==> src/rtl/wmc_pkg.sv <==
package wmc_pkg;
    localparam int unsigned KINDS    = 3;
    localparam int unsigned NSLOTS   = 2 * KINDS;
    localparam int unsigned SLOT_W   = $clog2(NSLOTS);
    localparam int unsigned CNT_W    = 32;
    localparam int unsigned NAME_OFF = 16;
    localparam int unsigned STR_W    = 8 * 24;

    typedef enum logic [1:0] {
        KIND_QUIET = 2'd0,
        KIND_ANY   = 2'd1,
        KIND_EXACT = 2'd2
    } kind_e;

    typedef struct packed {
        logic              active;
        logic [SLOT_W-1:0] slot;
        logic [CNT_W-1:0]  count;
        logic              pending;
        logic [7:0]        rdata;
    } wmc_state_t;

    function automatic logic is_io_slot(input logic [SLOT_W-1:0] slot);
        return 32'(slot) >= KINDS;
    endfunction

    function automatic kind_e kind_of(input logic [SLOT_W-1:0] slot);
        logic [SLOT_W-1:0] k;
        k = is_io_slot(slot) ? slot - SLOT_W'(KINDS) : slot;
        return kind_e'(k[1:0]);
    endfunction

    function automatic logic [31:0] trig_of(input logic [SLOT_W-1:0] slot,
                                            input logic [31:0] mem_base,
                                            input logic [31:0] io_base);
        return (is_io_slot(slot) ? io_base : mem_base) + 32'(slot);
    endfunction

    function automatic logic [7:0] pick(input logic [STR_W-1:0] s,
                                        input int unsigned len,
                                        input int unsigned pos);
        return s[8*(len-1-pos) +: 8];
    endfunction

    function automatic int unsigned prefix_len(input logic [SLOT_W-1:0] slot);
        return is_io_slot(slot) ? 7 : 5;
    endfunction

    function automatic int unsigned kind_len(input kind_e k);
        case (k)
            KIND_ANY:   return 16;
            KIND_EXACT: return 17;
            default:    return 10;
        endcase
    endfunction

    function automatic int unsigned name_len(input logic [SLOT_W-1:0] slot);
        return prefix_len(slot) + kind_len(kind_of(slot));
    endfunction

    function automatic logic [7:0] name_char(input logic [SLOT_W-1:0] slot,
                                             input int unsigned pos);
        int unsigned plen;
        int unsigned p2;
        kind_e       k;
        plen = prefix_len(slot);
        k    = kind_of(slot);
        if (pos < plen) begin
            return is_io_slot(slot) ? pick(STR_W'("portio-"), 7, pos)
                                    : pick(STR_W'("mmio-"), 5, pos);
        end
        p2 = pos - plen;
        if (p2 >= kind_len(k)) return 8'h00;
        case (k)
            KIND_ANY:   return pick(STR_W'("wildcard-eventfd"), 16, p2);
            KIND_EXACT: return pick(STR_W'("datamatch-eventfd"), 17, p2);
            default:    return pick(STR_W'("no-eventfd"), 10, p2);
        endcase
    endfunction
endpackage

==> src/rtl/wmc_decode.sv <==
module wmc_decode
    import wmc_pkg::*;
#(
    parameter int unsigned ADDR_W      = 12,
    parameter int unsigned MEM_SPAN    = 4096,
    parameter int unsigned IO_SPAN     = 256,
    parameter int unsigned MEM_BASE    = 2048,
    parameter int unsigned IO_BASE     = 128,
    parameter logic [7:0]  MATCH_EXACT = 8'hFA
) (
    input  logic              bus_valid,
    input  logic              bus_we,
    input  logic              bus_win,
    input  logic [ADDR_W-1:0] bus_addr,
    input  logic [1:0]        bus_size,
    input  logic [7:0]        bus_wdata,
    input  logic              active,
    input  logic [SLOT_W-1:0] slot,
    output logic              in_win,
    output logic              sel_wr,
    output logic              sel_ok,
    output logic [SLOT_W-1:0] sel_slot,
    output logic              qual,
    output logic              notify,
    output logic              rd_en
);
    logic  wr_en;
    logic  trig_hit;
    kind_e kind;

    always_comb begin
        in_win   = bus_win ? (32'(bus_addr) < IO_SPAN) : (32'(bus_addr) < MEM_SPAN);
        wr_en    = bus_valid && bus_we && in_win;
        rd_en    = bus_valid && !bus_we && in_win;
        sel_wr   = wr_en && (bus_addr == '0);
        sel_ok   = 32'(bus_wdata) < KINDS;
        sel_slot = (bus_win ? SLOT_W'(KINDS) : '0) + bus_wdata[SLOT_W-1:0];
        kind     = kind_of(slot);
        trig_hit = wr_en && !sel_wr && active &&
                   (32'(bus_addr) == trig_of(slot, MEM_BASE, IO_BASE));
        qual     = trig_hit &&
                   ((kind == KIND_ANY) || (bus_size == 2'd0 && bus_wdata == MATCH_EXACT));
        notify   = qual && (kind != KIND_QUIET);
    end
endmodule

==> src/rtl/wmc_header.sv <==
module wmc_header
    import wmc_pkg::*;
#(
    parameter int unsigned ADDR_W      = 12,
    parameter int unsigned MEM_BASE    = 2048,
    parameter int unsigned IO_BASE     = 128,
    parameter logic [7:0]  MATCH_EXACT = 8'hFA,
    parameter logic [7:0]  MATCH_ANY   = 8'hCE
) (
    input  logic [SLOT_W-1:0] slot,
    input  logic [CNT_W-1:0]  count,
    input  logic [ADDR_W-1:0] offset,
    output logic [7:0]        byte_o,
    output logic [ADDR_W:0]   hdr_len
);
    localparam int unsigned LW = ADDR_W + 1;

    int unsigned off;
    logic [31:0] trig;

    always_comb begin
        off     = 32'(offset);
        trig    = trig_of(slot, MEM_BASE, IO_BASE);
        hdr_len = LW'(NAME_OFF + name_len(slot) + 1);
        byte_o  = 8'h00;
        if (off == 0) begin
            byte_o = 8'(slot);
        end else if (off == 1) begin
            byte_o = 8'd1;
        end else if (off >= 4 && off <= 7) begin
            byte_o = trig[8*(off-4) +: 8];
        end else if (off == 8) begin
            byte_o = (kind_of(slot) == KIND_ANY) ? MATCH_ANY : MATCH_EXACT;
        end else if (off >= 12 && off <= 15) begin
            byte_o = count[8*(off-12) +: 8];
        end else if (off >= NAME_OFF) begin
            byte_o = name_char(slot, off - NAME_OFF);
        end
    end
endmodule

==> src/rtl/wmc_top.sv <==
module wmc_top
    import wmc_pkg::*;
#(
    parameter int unsigned ADDR_W      = 12,
    parameter int unsigned MEM_SPAN    = 4096,
    parameter int unsigned IO_SPAN     = 256,
    parameter int unsigned MEM_BASE    = 2048,
    parameter int unsigned IO_BASE     = 128,
    parameter logic [7:0]  MATCH_EXACT = 8'hFA,
    parameter logic [7:0]  MATCH_ANY   = 8'hCE
) (
    input  logic              clk,
    input  logic              rst_n,
    input  logic              bus_valid,
    input  logic              bus_we,
    input  logic              bus_win,
    input  logic [ADDR_W-1:0] bus_addr,
    input  logic [1:0]        bus_size,
    input  logic [7:0]        bus_wdata,
    output logic [7:0]        bus_rdata,
    output logic              notify_pending
);
    localparam int unsigned LW = ADDR_W + 1;

    wmc_state_t        st_d, st_q;
    logic              in_win, sel_wr, sel_ok, qual, notify, rd_en, in_range;
    logic [SLOT_W-1:0] sel_slot;
    logic [7:0]        hdr_byte;
    logic [ADDR_W:0]   hdr_len;

    wmc_decode #(
        .ADDR_W(ADDR_W), .MEM_SPAN(MEM_SPAN), .IO_SPAN(IO_SPAN),
        .MEM_BASE(MEM_BASE), .IO_BASE(IO_BASE), .MATCH_EXACT(MATCH_EXACT)
    ) u_decode (
        .bus_valid(bus_valid), .bus_we(bus_we), .bus_win(bus_win),
        .bus_addr(bus_addr), .bus_size(bus_size), .bus_wdata(bus_wdata),
        .active(st_q.active), .slot(st_q.slot),
        .in_win(in_win), .sel_wr(sel_wr), .sel_ok(sel_ok), .sel_slot(sel_slot),
        .qual(qual), .notify(notify), .rd_en(rd_en)
    );

    wmc_header #(
        .ADDR_W(ADDR_W), .MEM_BASE(MEM_BASE), .IO_BASE(IO_BASE),
        .MATCH_EXACT(MATCH_EXACT), .MATCH_ANY(MATCH_ANY)
    ) u_header (
        .slot(st_q.slot), .count(st_q.count), .offset(bus_addr),
        .byte_o(hdr_byte), .hdr_len(hdr_len)
    );

    always_comb begin
        in_range = ({1'b0, bus_addr} + (LW'(1) << bus_size)) < hdr_len;
        st_d       = st_q;
        st_d.rdata = 8'h00;
        if (sel_wr) begin
            st_d.active  = sel_ok;
            st_d.pending = 1'b0;
            if (sel_ok) begin
                st_d.slot  = sel_slot;
                st_d.count = '0;
            end
        end else if (qual) begin
            st_d.count = st_q.count + 1'b1;
            if (notify) st_d.pending = 1'b1;
        end
        if (rd_en && st_q.active && in_range) begin
            st_d.rdata   = hdr_byte;
            st_d.pending = 1'b0;
        end
    end

    always_ff @(posedge clk or negedge rst_n) begin
        if (!rst_n) st_q <= '0;
        else        st_q <= st_d;
    end

    assign bus_rdata      = st_q.rdata;
    assign notify_pending = st_q.pending;

    // an arming write leaves the slot armed with a zero counter
    assert_arm_clears_R2: assert property (@(posedge clk) disable iff (!rst_n)
        (sel_wr && sel_ok) |=> (st_q.active && st_q.count == '0 && !notify_pending));

    // a selector of 3 or more leaves nothing armed
    assert_disarm_R2: assert property (@(posedge clk) disable iff (!rst_n)
        (sel_wr && !sel_ok) |=> !st_q.active);

    // a non-counting write never moves the counter
    assert_ignored_write_R7: assert property (@(posedge clk) disable iff (!rst_n)
        (bus_valid && bus_we && !sel_wr && !qual) |=> $stable(st_q.count));

    // quiet-kind slots never raise the notification
    assert_quiet_pending_R10: assert property (@(posedge clk) disable iff (!rst_n)
        (st_q.active && kind_of(st_q.slot) == KIND_QUIET) |-> !notify_pending);

    // with nothing armed there is nothing pending
    assert_idle_pending_R1: assert property (@(posedge clk) disable iff (!rst_n)
        !st_q.active |-> !notify_pending);

    // read data is zero after any non-read cycle
    assert_idle_rdata_R11: assert property (@(posedge clk) disable iff (!rst_n)
        !(bus_valid && !bus_we) |=> (bus_rdata == 8'h00));

    // out-of-window I/O writes leave the armed state untouched
    assert_io_window_R12: assert property (@(posedge clk) disable iff (!rst_n)
        (bus_valid && bus_we && !in_win) |=> ($stable(st_q.active) && $stable(st_q.count)));
endmodule

==> config.mk <==
export PLATFORM = sky130hd
export DESIGN_NAME = wmc_top
export DESIGN_NICKNAME = d
export VERILOG_FILES = /design/src/rtl/wmc_pkg.sv /design/src/rtl/wmc_decode.sv /design/src/rtl/wmc_header.sv /design/src/rtl/wmc_top.sv
export SDC_FILE = /design/constraint.sdc
export NUM_CORES = 1
export LEC_CHECK = 0
export ABC_CLOCK_PERIOD_IN_PS = 11300
export BUFFER_PORTS_ARGS = -buffer_cell sky130_fd_sc_hd__buf_4
export CORE_ASPECT_RATIO = 1.2
export CORE_MARGIN = 4
export CORE_UTILIZATION = 39
export CTS_CLUSTER_DIAMETER = 100
export DETAILED_ROUTE_END_ITERATION = 10
export PLACE_DENSITY_LB_ADDON = 0.15
export SYNTH_ARGS = -nofsm -noshare
export SYNTH_HDL_FRONTEND = slang
export SYNTH_SLANG_ARGS = --single-unit
==> constraint.sdc <==
create_clock -name clk -period 11.3 [get_ports clk]
set_clock_uncertainty 0.05 [all_clocks]
set_input_delay 0.565 -clock clk [delete_from_list [all_inputs] [get_ports clk]]
set_output_delay 0.565 -clock clk [all_outputs]
set_load 0.03 [all_outputs]
==> flow_summary.json <==
{
  "path_buf_inv": 3,
  "synth_area_leader_cell": "dfrtp_1",
  "die-area_sq_um": 14600,
  "final_cell_mix": "nor2_1, nand2_1, dfrtp_1, nand3_1, ha_1",
  "path_cells": "ha_1 > a211o_1 > inv_1 > fa_1 > clkinv_1 > ha_1 > inv_1 > o2111ai_1 > and3_1 > or4_4 > o31ai_4 > o31a_1 > o21bai_1 > a221oi_1",
  "wire_per_inst_microns": 18.3,
  "vias": 4554,
  "synthAdderAreaFrac_pct": 11.4,
  "met3_usage_pct": 2.30,
  "final_cells": 780,
  "fmaxAchievable_mhz": 197,
  "synth_edf_count": 0,
  "synth_nets": 681,
  "pre_cts_ws_ps": 6280,
  "cts_setup_buffers": 0,
  "finalPower_mw": 0.443,
  "path_delay_family": "adder cells",
  "period_share_pct": 45.0,
  "crit_path_start_kind": "register",
  "gp_congestion": 0.850,
  "track_usage_pct": 19.2,
  "vias_per_cell": 5.84,
  "gr-total-overflow": 0,
  "synth_top_family_by_area": "simple AND/OR/NAND/NOR gates",
  "maxSlewViolCount": 0,
  "cp-end-kind": "register",
  "muxShareOfSynthArea_pct": 5.65,
  "drv_cap": 0,
  "grt_most_used_layer": "met2",
  "synth-seq-cells": 45,
  "placed_area_sq_um": 5270,
  "slowest_stage": "fa_1",
  "hold_class": "in -> async",
  "synth_area_leaders": "dfrtp_1, ha_1, xor2_1",
  "yosysUniqueCellTypes": 74,
  "dp_cells": 772,
  "die_x_microns": 111,
  "ctsResizeCount": 0,
  "yosys.area_share.simple_pct": 25.4,
  "synthCells": 612,
  "power.leakage_nw": 2.27,
  "final_area_sq_um": 5440,
  "r2r_cells": 14,
  "rsz0062_at_grt": "no",
  "gr-usage-met1_pct": 24.6,
  "synth.avg_cell_area_sq_um": 8.13,
  "relSlewSlack_pct": 27.9,
  "crit_arrival_ps": 5200,
  "die_h_microns": 132,
  "post-dp-hpwl_mm": 11.0,
  "coreArea_sq_um": 12300,
  "worstSetupPathType": "reg -> reg",
  "root_buffer": "clkbuf_16",
  "p_per_area_nw_per_um2": 81.5,
  "drt_first_pass_iters": 5,
  "finish.utilization_pct": 44.3,
  "htreeDepth": 2,
  "fin_nets": 687,
  "fin_setup_tns_ps": 0,
  "insertion_delay_ps": 290,
  "drt_iter0_markers": 332,
  "rows": 44,
  "yosysWarnings": 0,
  "cts_inserted_buffers": 5,
  "grt_pass1_vias": 4531,
  "ios": 36,
  "drive_above_1_share_pct": 11.1,
  "ys_seq_area_share_pct": 22.6,
  "fin_ws_ps": 6220,
  "synth.top_cell.area_share_pct": 22.6,
  "setup_viol": 0,
  "outcome": "complete, no violations",
  "port_buffers": 35,
  "hold-worst-slack_ps": 221,
  "synthFlopType": "dfrtp_1",
  "crit_cells": 14,
  "grt_first_pass_wirelength_mm": 23.4,
  "cts_max_path_buffers": 2,
  "worst-slew-pin-transition_ps": 1080,
  "floorplan.initialDensity_pct": 40.6,
  "syn2layout_area_growth_pct": 9.17,
  "mappedNetlistArea_sq_um": 4980,
  "cts.sinks": 45,
  "ir_worst_vdd_uv": 115,
  "antenna_cells": 0,
  "synth_xor_area_share_pct": 9.78,
  "grt_antenna_before_repair": 0,
  "grt_start_max_net_pins": 46,
  "clk_pin_slew_ps": 60,
  "crit_required_ps": 11420,
  "drt-total-wl_mm": 14.3,
  "cts_hold_buf": 0,
  "min_period_ps": 5080,
  "synth_compound_area_share_pct": 19.9,
  "synthArstFlopShare_pct": 100,
  "final_antenna_net_count": 0,
  "cp_max_fo": 16,
  "grtUsageMet2_pct": 34.0,
  "max_stage_delay_ps": 930,
  "hold_viol": 0,
  "cts_tree": "built",
  "drc": 0
}
-- report_power, final --
group / total (mW) / switching, mW / internal (mW) / leakage (nW)
sequential: 0.161 / 0.000000670 / 0.161 / 0.629
clock: 0.165 / 0.0599 / 0.105 / 0.0810
combinational: 0.117 / 0.0718 / 0.0454 / 1.56
-- final timing paths --
kind / startpoint / end / slack, ps
setup / recovery: st_q[41]$_DFFE_PN0P_ / bus_rdata[5]$_DFF_PN0_ / 6220
hold reg to reg: st_q[44]$_DFFE_PN0P_ / st_q[44]$_DFFE_PN0P_ / 420
max in group asynchronous: rst_n / bus_rdata[0]$_DFF_PN0_ / 10580
min in group clk: st_q[44]$_DFFE_PN0P_ / st_q[44]$_DFFE_PN0P_ / 420
setup reg to reg: st_q[41]$_DFFE_PN0P_ / bus_rdata[5]$_DFF_PN0_ / 6220
hold / removal: rst_n / st_q[24]$_DFFE_PN0P_ / 220
-- Yosys cell counts, types with 6 or more instances --
library cell  count
nand2_1          56
nor2_1           56
dfrtp_1          45
nand3_1          40
ha_1             39
a21oi_1          32
o21ai_0          30
xor2_1           30
xnor2_1          23
clkbuf_1         18
inv_1            15
and3_1           14
nor3_1           14
a31oi_1          10
mux2i_1           9
nand2b_1          9
nor2b_1           9
a211oi_1          8
buf_4             8
mux4_2            8
nand4_1           8
and4_1            7
o211ai_1          7
o21a_1            7
o21ai_1           7
or3_1             7
and2_1            6
nor4_1            6
-- routing by layer --
metal | vias to the layer above | part of all wire, %
li1 | 2239 | -
met1 | 2181 | 44
met2 | 113 | 50
met3 | 21 | 3.5
met4 | 0 | 2.0
met5 | - | 0
-- cells by family (layout without fill, tap and decap cells) --
| family | count (synthesis) | in the layout |
|---|---|---|
| simple gates | 248 | 248 |
| fa+ha+maj | 44 | 44 |
| buf+inv | 58 | 65 |
| flops | 45 | 45 |
| xor+xnor | 54 | 54 |
| compound gates | 145 | 145 |
| mux | 18 | 18 |
-- registers in the layout, summed over array words and instances, names as in the netlist --
signal          count
st_q               36
bus_rdata           8
notify_pending      1
-- final cells by class --
cell class / count / area [sq um]
fillers: 1221 / 6840
multi-input cells: 509 / 3590
flip-flops and latches: 45 / 1130
repair buffers: 36 / 270
well taps: 161 / 201
clock buffers: 6 / 129
inverters: 21 / 78.8
clock inverters: 2 / 38.8
No activity file was read; power rests on OpenSTA's default activity.
